## config.mk

```make
export PLATFORM = sky130hd
export DESIGN_NAME = pc_vector_unit
export DESIGN_NICKNAME = d
export VERILOG_FILES = /design/src/rtl/pcv_pkg.sv /design/src/rtl/pcv_boot_seq.sv /design/src/rtl/pcv_vec_assemble.sv /design/src/rtl/pcv_addr_reg.sv /design/src/rtl/pc_vector_unit.sv
export SDC_FILE = /design/constraint.sdc
export NUM_CORES = 1
export LEC_CHECK = 0
export BUFFER_PORTS_ARGS = -buffer_cell sky130_fd_sc_hd__buf_2
export CAP_MARGIN = 20
export CORE_AREA = 3 3 61 63
export CTS_BUF_LIST = sky130_fd_sc_hd__clkbuf_4 sky130_fd_sc_hd__clkbuf_8 sky130_fd_sc_hd__clkbuf_16
export DETAILED_ROUTE_END_ITERATION = 7
export DIE_AREA = 0 0 64 66
export HOLD_SLACK_MARGIN = 0.12
export PLACE_DENSITY_LB_ADDON = 0.2
export SYNTH_ARGS = -nofsm -noshare
export SYNTH_HDL_FRONTEND = slang
export SYNTH_SLANG_ARGS = --single-unit
```

## constraint.sdc

```tcl
create_clock -name clk -period 3.4 [get_ports clk]
set_input_delay 0.34 -clock clk [delete_from_list [all_inputs] [get_ports clk]]
set_output_delay 0.34 -clock clk [all_outputs]
set_load 0.05 [all_outputs]
```

## src/rtl/pcv_pkg.sv

```systemverilog
`timescale 1ns/1ps
package pcv_pkg;
  typedef enum logic [1:0] {
    BOOT_IDLE = 2'd0,
    BOOT_REQ  = 2'd1,
    BOOT_WAIT = 2'd2,
    BOOT_RUN  = 2'd3
  } boot_state_e;
endpackage

```

## src/rtl/pcv_boot_seq.sv

```systemverilog
`timescale 1ns/1ps
// Sequencer for the boot read: one outstanding request per vector byte.
module pcv_boot_seq #(
  parameter int                ADDR_W   = 16,
  parameter int                BYTES    = 2,
  parameter logic [ADDR_W-1:0] VEC_BASE = 16'hFFFE,
  localparam int               IDX_W    = (BYTES > 1) ? $clog2(BYTES) : 1
) (
  input  logic              clk,
  input  logic              rst_n,
  input  logic              rd_ready_i,
  input  logic              rd_data_valid_i,
  output logic              rd_valid_o,
  output logic [ADDR_W-1:0] rd_addr_o,
  output logic              cap_o,
  output logic [IDX_W-1:0]  cap_lane_o,
  output logic              last_o,
  output logic              run_o
);
  import pcv_pkg::*;

  localparam logic [IDX_W-1:0] LAST_LANE = IDX_W'(BYTES - 1);

  boot_state_e      state_q, state_d;
  logic [IDX_W-1:0] lane_q, lane_d;

  always_comb begin
    state_d = state_q;
    lane_d  = lane_q;
    unique case (state_q)
      BOOT_IDLE: state_d = BOOT_REQ;
      BOOT_REQ:  if (rd_ready_i) state_d = BOOT_WAIT;
      BOOT_WAIT: begin
        if (rd_data_valid_i) begin
          if (lane_q == LAST_LANE) begin
            state_d = BOOT_RUN;
          end else begin
            state_d = BOOT_REQ;
            lane_d  = lane_q + 1'b1;
          end
        end
      end
      default:   state_d = BOOT_RUN;
    endcase
  end

  always_ff @(posedge clk or negedge rst_n) begin
    if (!rst_n) begin
      state_q <= BOOT_IDLE;
      lane_q  <= '0;
    end else begin
      state_q <= state_d;
      lane_q  <= lane_d;
    end
  end

  assign rd_valid_o = (state_q == BOOT_REQ);
  assign rd_addr_o  = VEC_BASE + ADDR_W'(lane_q);
  assign cap_o      = (state_q == BOOT_WAIT) && rd_data_valid_i;
  assign cap_lane_o = lane_q;
  assign last_o     = cap_o && (lane_q == LAST_LANE);
  assign run_o      = (state_q == BOOT_RUN);
endmodule

```

## src/rtl/pcv_vec_assemble.sv

```systemverilog
`timescale 1ns/1ps
// Collects vector bytes, most significant first; the final byte is passed
// straight through so the counter can load in the same edge it arrives.
module pcv_vec_assemble #(
  parameter int  ADDR_W = 16,
  parameter int  DATA_W = 8,
  parameter int  BYTES  = 2,
  localparam int IDX_W  = (BYTES > 1) ? $clog2(BYTES) : 1
) (
  input  logic              clk,
  input  logic              rst_n,
  input  logic              cap_i,
  input  logic [IDX_W-1:0]  lane_i,
  input  logic [DATA_W-1:0] data_i,
  output logic [ADDR_W-1:0] vec_o
);
  assign vec_o[DATA_W-1:0] = data_i;

  for (genvar g = 0; g < BYTES - 1; g++) begin : g_lane
    localparam int HI = ADDR_W - 1 - g * DATA_W;
    logic [DATA_W-1:0] byte_q;

    always_ff @(posedge clk or negedge rst_n) begin
      if (!rst_n)                               byte_q <= '0;
      else if (cap_i && lane_i == IDX_W'(g))    byte_q <= data_i;
    end

    assign vec_o[HI -: DATA_W] = byte_q;
  end
endmodule

```

## src/rtl/pcv_addr_reg.sv

```systemverilog
`timescale 1ns/1ps
// The counter register and its next-address choice.
module pcv_addr_reg #(
  parameter int ADDR_W = 16
) (
  input  logic              clk,
  input  logic              rst_n,
  input  logic              boot_load_i,
  input  logic [ADDR_W-1:0] boot_vec_i,
  input  logic              run_i,
  input  logic              fetch_i,
  input  logic              load_i,
  input  logic [ADDR_W-1:0] load_addr_i,
  output logic [ADDR_W-1:0] pc_o
);
  logic [ADDR_W-1:0] pc_q, pc_d;

  always_comb begin
    pc_d = pc_q;
    if (boot_load_i)           pc_d = boot_vec_i;
    else if (run_i && load_i)  pc_d = load_addr_i;
    else if (run_i && fetch_i) pc_d = pc_q + 1'b1;
  end

  always_ff @(posedge clk or negedge rst_n) begin
    if (!rst_n) pc_q <= '0;
    else        pc_q <= pc_d;
  end

  assign pc_o = pc_q;
endmodule

```

## src/rtl/pc_vector_unit.sv

```systemverilog
`timescale 1ns/1ps
module pc_vector_unit #(
  parameter int                ADDR_W   = 16,
  parameter int                DATA_W   = 8,
  parameter logic [ADDR_W-1:0] VEC_BASE = 16'hFFFE,
  localparam int               BYTES    = ADDR_W / DATA_W,
  localparam int               IDX_W    = (BYTES > 1) ? $clog2(BYTES) : 1
) (
  input  logic              clk,
  input  logic              rst_n,
  input  logic              fetch_i,
  input  logic              load_i,
  input  logic [ADDR_W-1:0] load_addr_i,
  output logic              rd_valid_o,
  input  logic              rd_ready_i,
  output logic [ADDR_W-1:0] rd_addr_o,
  input  logic              rd_data_valid_i,
  input  logic [DATA_W-1:0] rd_data_i,
  output logic [ADDR_W-1:0] pc_o,
  output logic              ready_o
);
  logic              cap;
  logic [IDX_W-1:0]  cap_lane;
  logic              last;
  logic              run;
  logic [ADDR_W-1:0] vec;

  pcv_boot_seq #(
    .ADDR_W(ADDR_W), .BYTES(BYTES), .VEC_BASE(VEC_BASE)
  ) u_seq (
    .clk(clk), .rst_n(rst_n),
    .rd_ready_i(rd_ready_i), .rd_data_valid_i(rd_data_valid_i),
    .rd_valid_o(rd_valid_o), .rd_addr_o(rd_addr_o),
    .cap_o(cap), .cap_lane_o(cap_lane), .last_o(last), .run_o(run)
  );

  pcv_vec_assemble #(
    .ADDR_W(ADDR_W), .DATA_W(DATA_W), .BYTES(BYTES)
  ) u_vec (
    .clk(clk), .rst_n(rst_n),
    .cap_i(cap), .lane_i(cap_lane), .data_i(rd_data_i), .vec_o(vec)
  );

  pcv_addr_reg #(
    .ADDR_W(ADDR_W)
  ) u_pc (
    .clk(clk), .rst_n(rst_n),
    .boot_load_i(last), .boot_vec_i(vec), .run_i(run),
    .fetch_i(fetch_i), .load_i(load_i), .load_addr_i(load_addr_i),
    .pc_o(pc_o)
  );

  assign ready_o = run;
endmodule

```

==> Yosys cells after proc, flatten, opt, wreduce, memory -nomap -nowiden <==
Cells that the tools add are included.
{ "word_totals": {"regBits": 27, "out_inout_bits": 34, "word_cells": 30} }
{ "classes": {"n_addsub": 3, "n_eq_ne": 5, "muxes": 8, "n_bitwise": 1, "reduce_logical": 9} }
{ "op_table": {"columns": ["op", "count"], "rows": [
  ["$mux W16", 3],
  ["$add A16 B1 Y16 const B", 1],
  ["$mux W2", 3],
  ["$pmux W2 S3", 1],
  ["$logic_and A1 B1 Y1", 5],
  ["$eq A2 B2 Y1 const B", 2],
  ["$reduce_and A2 Y1", 2],
  ["$add A2 B2 Y3 const A", 1],
  ["$reduce_bool A3 Y1", 1],
  ["$eq A2 B1 Y1 const B", 1],
  ["$logic_not A2 Y1", 1],
  ["$ne A2 B1 Y1 const B", 1],
  ["$ne A2 B2 Y1 const B", 1],
  ["$add A1 B1 Y1 const B", 1],
  ["$mux W1", 1],
  ["$not A1 Y1", 1]
]} }

==> Longest topological paths before layout <==
{ "logic_depth": {"word_depth": 5, "mapped_depth": 7} }

==> Modules after synthesis <==
A second synthesis with hierarchy kept.
{ "hier_totals": {"cells_unflattened": 213, "hier_area_um2": 1951.9} }
{ "modules_own_cells": {"columns": ["mod", "instances", "cells_per_inst", "area_each_um2", "seq_area_each_um2"], "rows": [
  ["pcv_addr_reg", 1, 157, 1283.7, 400.4],
  ["pcv_vec_assemble", 1, 26, 405.4, 200.2],
  ["pcv_boot_seq", 1, 30, 262.8, 75.1]
]} }

==> Worst setup path before layout <==
No wires, ideal clock.
{ "synth_path": {"path_kind": "flip-flop to flip-flop", "startpoint": "reg u_pc.pc_q[4], in the netlist u_pc.pc_o[4]", "endpoint": "reg u_pc.pc_q[15], in the netlist u_pc.pc_o[15]", "setup_ns": 0.070, "arrival_time_ns": 1.971, "required_ns": 3.330, "slack_ns": 1.359, "stages_incl_launch_ff": 6, "n_path_buf": 1, "path_cell_list": "dfrtp_1 buf_2 nand4_1 or4_1 or3_1 nand3_1"} }
{ "synth_between": {"elab_chain_len": 4} }
{ "synth_rtl": {"columns": ["element", "line", "rtl"], "rows": [
  ["start: declaration", "pcv_addr_reg.sv:16", "logic [ADDR_W-1:0] pc_q, pc_d;"],
  ["start signal: assignment", "pcv_addr_reg.sv:27", "else pc_q <= pc_d;"],
  ["$add A16 B1 Y16", "pcv_addr_reg.sv:22", "else if (run_i && fetch_i) pc_d = pc_q + 1'b1;"],
  ["$mux W16", "pcv_addr_reg.sv:22", null],
  ["$mux W16", "pcv_addr_reg.sv:21", "else if (run_i && load_i) pc_d = load_addr_i;"],
  ["$mux W16", "pcv_addr_reg.sv:20", "if (boot_load_i) pc_d = boot_vec_i;"]
]} }
Every way passes these cells. The select of a mux whose other input is x is not followed.
A chain may end at the register's enable or synchronous reset.

==> Worst setup path after layout <==
{ "layout_path": {"startpoint": "reg u_seq.state_q[0]", "endpoint": "reg u_pc.pc_q[14], in the netlist u_pc.pc_o[14]"} }
{ "layout_between": {"elab_chain_len": 4, "word_cells_on_any_way": 9, "cone_classes": "eq/ne (2); mux (2); reduce/logical (5)"} }
{ "layout_rtl": {"columns": ["element", "line", "rtl"], "rows": [
  ["start: declaration", "pcv_boot_seq.sv:24", "boot_state_e state_q, state_d;"],
  ["start signal: assignment", "pcv_boot_seq.sv:52", "state_q <= state_d;"],
  ["$eq A2 B2 Y1, on equally long branches", "pcv_boot_seq.sv:62, pcv_boot_seq.sv:59", null],
  ["$logic_and A1 B1 Y1, on equally long branches", "pcv_addr_reg.sv:21, pcv_boot_seq.sv:59", null],
  ["$mux W16 / $logic_and A1 B1 Y1 (equally long branches)", "pcv_addr_reg.sv:21, pcv_boot_seq.sv:61", null],
  ["$mux W16 / $reduce_bool A3 Y1 (equally long branches)", null, null]
]} }
Parallel ways exist; a longest one is shown, timed or not.

==> flow_metrics.py <==
metrics = {
    "floorplan": {
        "fp.coreArea_um2": 3284,
        "num_rows": 21,
        "fp.dieH_um": 66,
        "io_pins": 64,
        "die_area_um2": 4224,
        "start_util_pct": 51.58,
        "die_x_um": 64,
    },
    "grt": {
        "grt_overflow": 0,
        "grt_pass1_vias": 1421,
        "grt_max_degree": 28,
        "grt_pass1_wl_mm": 6.934,
        "grtUsageTotal_pct": 21.07,
        "antenna_found_initial": 0,
    },
    "sta": {
        "tns_ns": 0,
        "setup_viol": 0,
        "min_period_ns": 2.245,
        "period_share_pct": 66.02,
        "tightest_slew_ns": 1.027,
        "timing.final.ws_setup_ns": 1.155,
        "relSlewSlack_pct": 31.31,
        "rsz0062_at_grt": "no",
        "fmax_mhz": 445.5,
        "drv_slew": 0,
        "fin_skew_ns": 0.009202,
        "hold_viol_final": 0,
    },
    "logic_synthesis": {
        "synth_edf_count": 0,
        "synth_top_area_share_pct": 39.88,
        "synth_common_cells": "dfrtp_1 (27), buf_4 (16), nand3_1 (14)",
        "synth_cells": 174,
        "syn_area_um2": 1694,
        "yosys_warnings": 0,
        "yosysTopAreaCell": "dfrtp_1",
        "synth_area_per_cell_um2": 9.736,
        "yosys-top-cells-area": "dfrtp_1 (40%), buf_4 (7.1%), mux2_2 (6.0%), nand3_1 (4.1%), o21ai_0 (3.8%)",
        "synth_ff_type": "dfrtp_1",
        "async_reset_ff_share_pct": 100.0,
        "synth.most_common_cell": "dfrtp_1",
        "seq_area_frac_synth_pct": 39.88,
        "ys_ff_latch": 27,
        "synthDistinctLibCells": 47,
    },
    "min_path": {
        "min_path_cells": 2,
        "worstHoldPathType": "in2reg",
    },
    "critical_path": {
        "cp_data_required_time_ns": 3.68,
        "critPathMaxStageDelay_ns": 0.87,
        "critPathKind": "reg2reg",
        "worst-r2r-cell-count": 4,
        "critPathMaxFanout": 18,
        "cp_cell_sequence": "and4b_1 > nor2_1 > a222oi_1 > nand3_1",
        "crit_path_top_delay_cell": "nor2_1",
        "cp_data_arrival_time_ns": 2.52,
        "crit_path_start_kind": "register",
        "cp-end-kind": "register",
    },
    "routing": {
        "final_antenna_net_count": 0,
        "drc": 0,
        "drt-pass1-iter-count": 5,
        "vias": 1527,
        "initialDrtViolationCount": 111,
        "routed_via_density": 5.806,
        "routed_wl_mm": 4.202,
        "routed_wire_length_per_instance_um": 15.98,
    },
    "cells_and_area": {
        "num_antenna_cells": 0,
        "drive_gt1_share_pct": 31.80,
        "multiInputGateArea_um2": 888.4,
        "syn_to_final_growth_pct": 12.92,
        "num-nets-final": 249,
        "ff_latch_area_um2": 675.6,
        "nFillCells": 331,
    },
    "cts": {
        "path_clk_slew_ns": 0.15,
        "clock-sinks": 27,
        "cts_tree": "yes",
        "htreeDepth": 1,
        "cts_buffer_depth": 2,
        "cts_root_buf": "clkbuf_4",
        "cts_buffers": 3,
        "clk_latency_ns": 0.34,
    },
    "pwr": {
        "p_leak_uw": 0.0008677,
        "p_per_area_nw_per_um2": 490.1,
        "peakVddDrop_v": 0.0002238,
    },
    "placement": {
        "dpl_worst_slack_ns": 1.235,
        "dp_hpwl_mm": 3.114,
        "gp_congestion": 0.8251,
        "port_buffers": 48,
    },
    "run_status": {
        "status": "finished, final reports clean",
    },
    "flow_run": {
        "drv_cap": 0,
    },
}
power by group:
group / switching, uW / internal, uW / total [uW]
registers: 71.9 / 376 / 448
clock network: 102 / 54.1 / 157
logic: 233 / 101 / 334
worst max-delay path: cells and delay by family (launching register included):
| family | cells | cell delay [ns] |
|---|---|---|
| compound gates | 1 | 0.21 |
| flops | 1 | 0.50 |
| simple gates | 3 | 1.48 |
logic make-up (layout without fill, tap and decap cells):
| logic type | count (synthesis) | in the layout | share of synthesized area, % |
|---|---|---|---|
| and+or+nand+nor | 58 | 58 | 19.87 |
| AOI/OAI and AO/OA | 47 | 47 | 20.46 |
| DFF | 27 | 27 | 39.88 |
| buffers and inverters | 27 | 56 | 10.78 |
| muxes | 9 | 9 | 5.982 |
| xor gates and xnor gates | 4 | 4 | 2.068 |
| adders and majority gates | 1 | 1 | 0.7384 |
| other | 1 | 15 | 0.2214 |
sequential cells by signal, summed over array words and instances, names as in the netlist:
signal and flops:
u_pc.pc_o 16, u_seq.state_q 2, u_vec.g_lane.byte_q 8, u_seq.cap_lane_o 1
routing by layer:
layer  part of all wire [%]  track usage, %  vias up
met3                    7.1           3.231        7
met1                     43           28.08      720
li1                       -               -      731
met5                      0               0        -
met4                    1.4           6.199        0
met2                     48           35.23       69
metrics by stage:
stage	instance area [um2]	utilization [%]	hold slack [ns]	std cells	power (uW)
finish	1913	58.25	0.1841	263	937.6
global route	1913	58.25	0.1770	263	988.8
CTS	1913	58.25	0.1733	263	943.9
detailed placement	1873	57.03	0.3900	258	786.9
global placement	1873	57.03	0.3851	258	779.0
floorplan	1747	-	0.04441	188	712.9
layout by cell type, fill, tap and decap left out, types with 2 or more instances in the layout:
cell type,instances
a211oi_1,2
a21oi_1,5
a221o_1,4
a222oi_1,6
a22oi_1,5
buf_2,48
clkbuf_4,4
conb_1,15
dfrtp_1,27
inv_1,3
mux2_2,9
nand2_1,9
nand2b_1,2
nand3_1,14
nand4_1,4
nor2_1,8
nor4_1,2
o211a_1,2
o211ai_1,3
o21ai_0,13
or3_1,3
or4_1,3
xnor2_1,3
area by class of cell:
cell class / instances / area share, %
multi-input cells: 134 / 46.44
clock buffers: 4 / 1.570
repair buffers: 49 / 13.08
inverters: 3 / 0.5886
well taps: 46 / 3.009
flip-flops and latches: 27 / 35.32
worst paths after layout:
path,start,to,slack (ns)
min reg2reg,u_vec.g_lane[0].byte_q[6]$_DFFE_PN0P_,u_vec.g_lane[0].byte_q[6]$_DFFE_PN0P_,0.53
min,rd_ready_i,u_seq.state_q[0]$_DFFE_PN0P_,0.18
min in group asynchronous,rst_n,u_pc.pc_o[7]$_DFFE_PN0P_,0.54
max in group asynchronous,rst_n,u_seq.state_q[0]$_DFFE_PN0P_,2.45
max,u_seq.state_q[0]$_DFFE_PN0P_,u_pc.pc_o[14]$_DFFE_PN0P_,1.16
max reg2reg,u_seq.state_q[0]$_DFFE_PN0P_,u_pc.pc_o[14]$_DFFE_PN0P_,1.16
what timing repair did:
item | in CTS | in global routing
gates resized for setup | 0 | 0
hold buffers | 1 | 0
setup buffers | 0 | 0
endpoints found under the hold margin | 27 | 0
setup endpoints to repair | 0 | 0
Note: power is estimated with default switching activity, not from simulation.
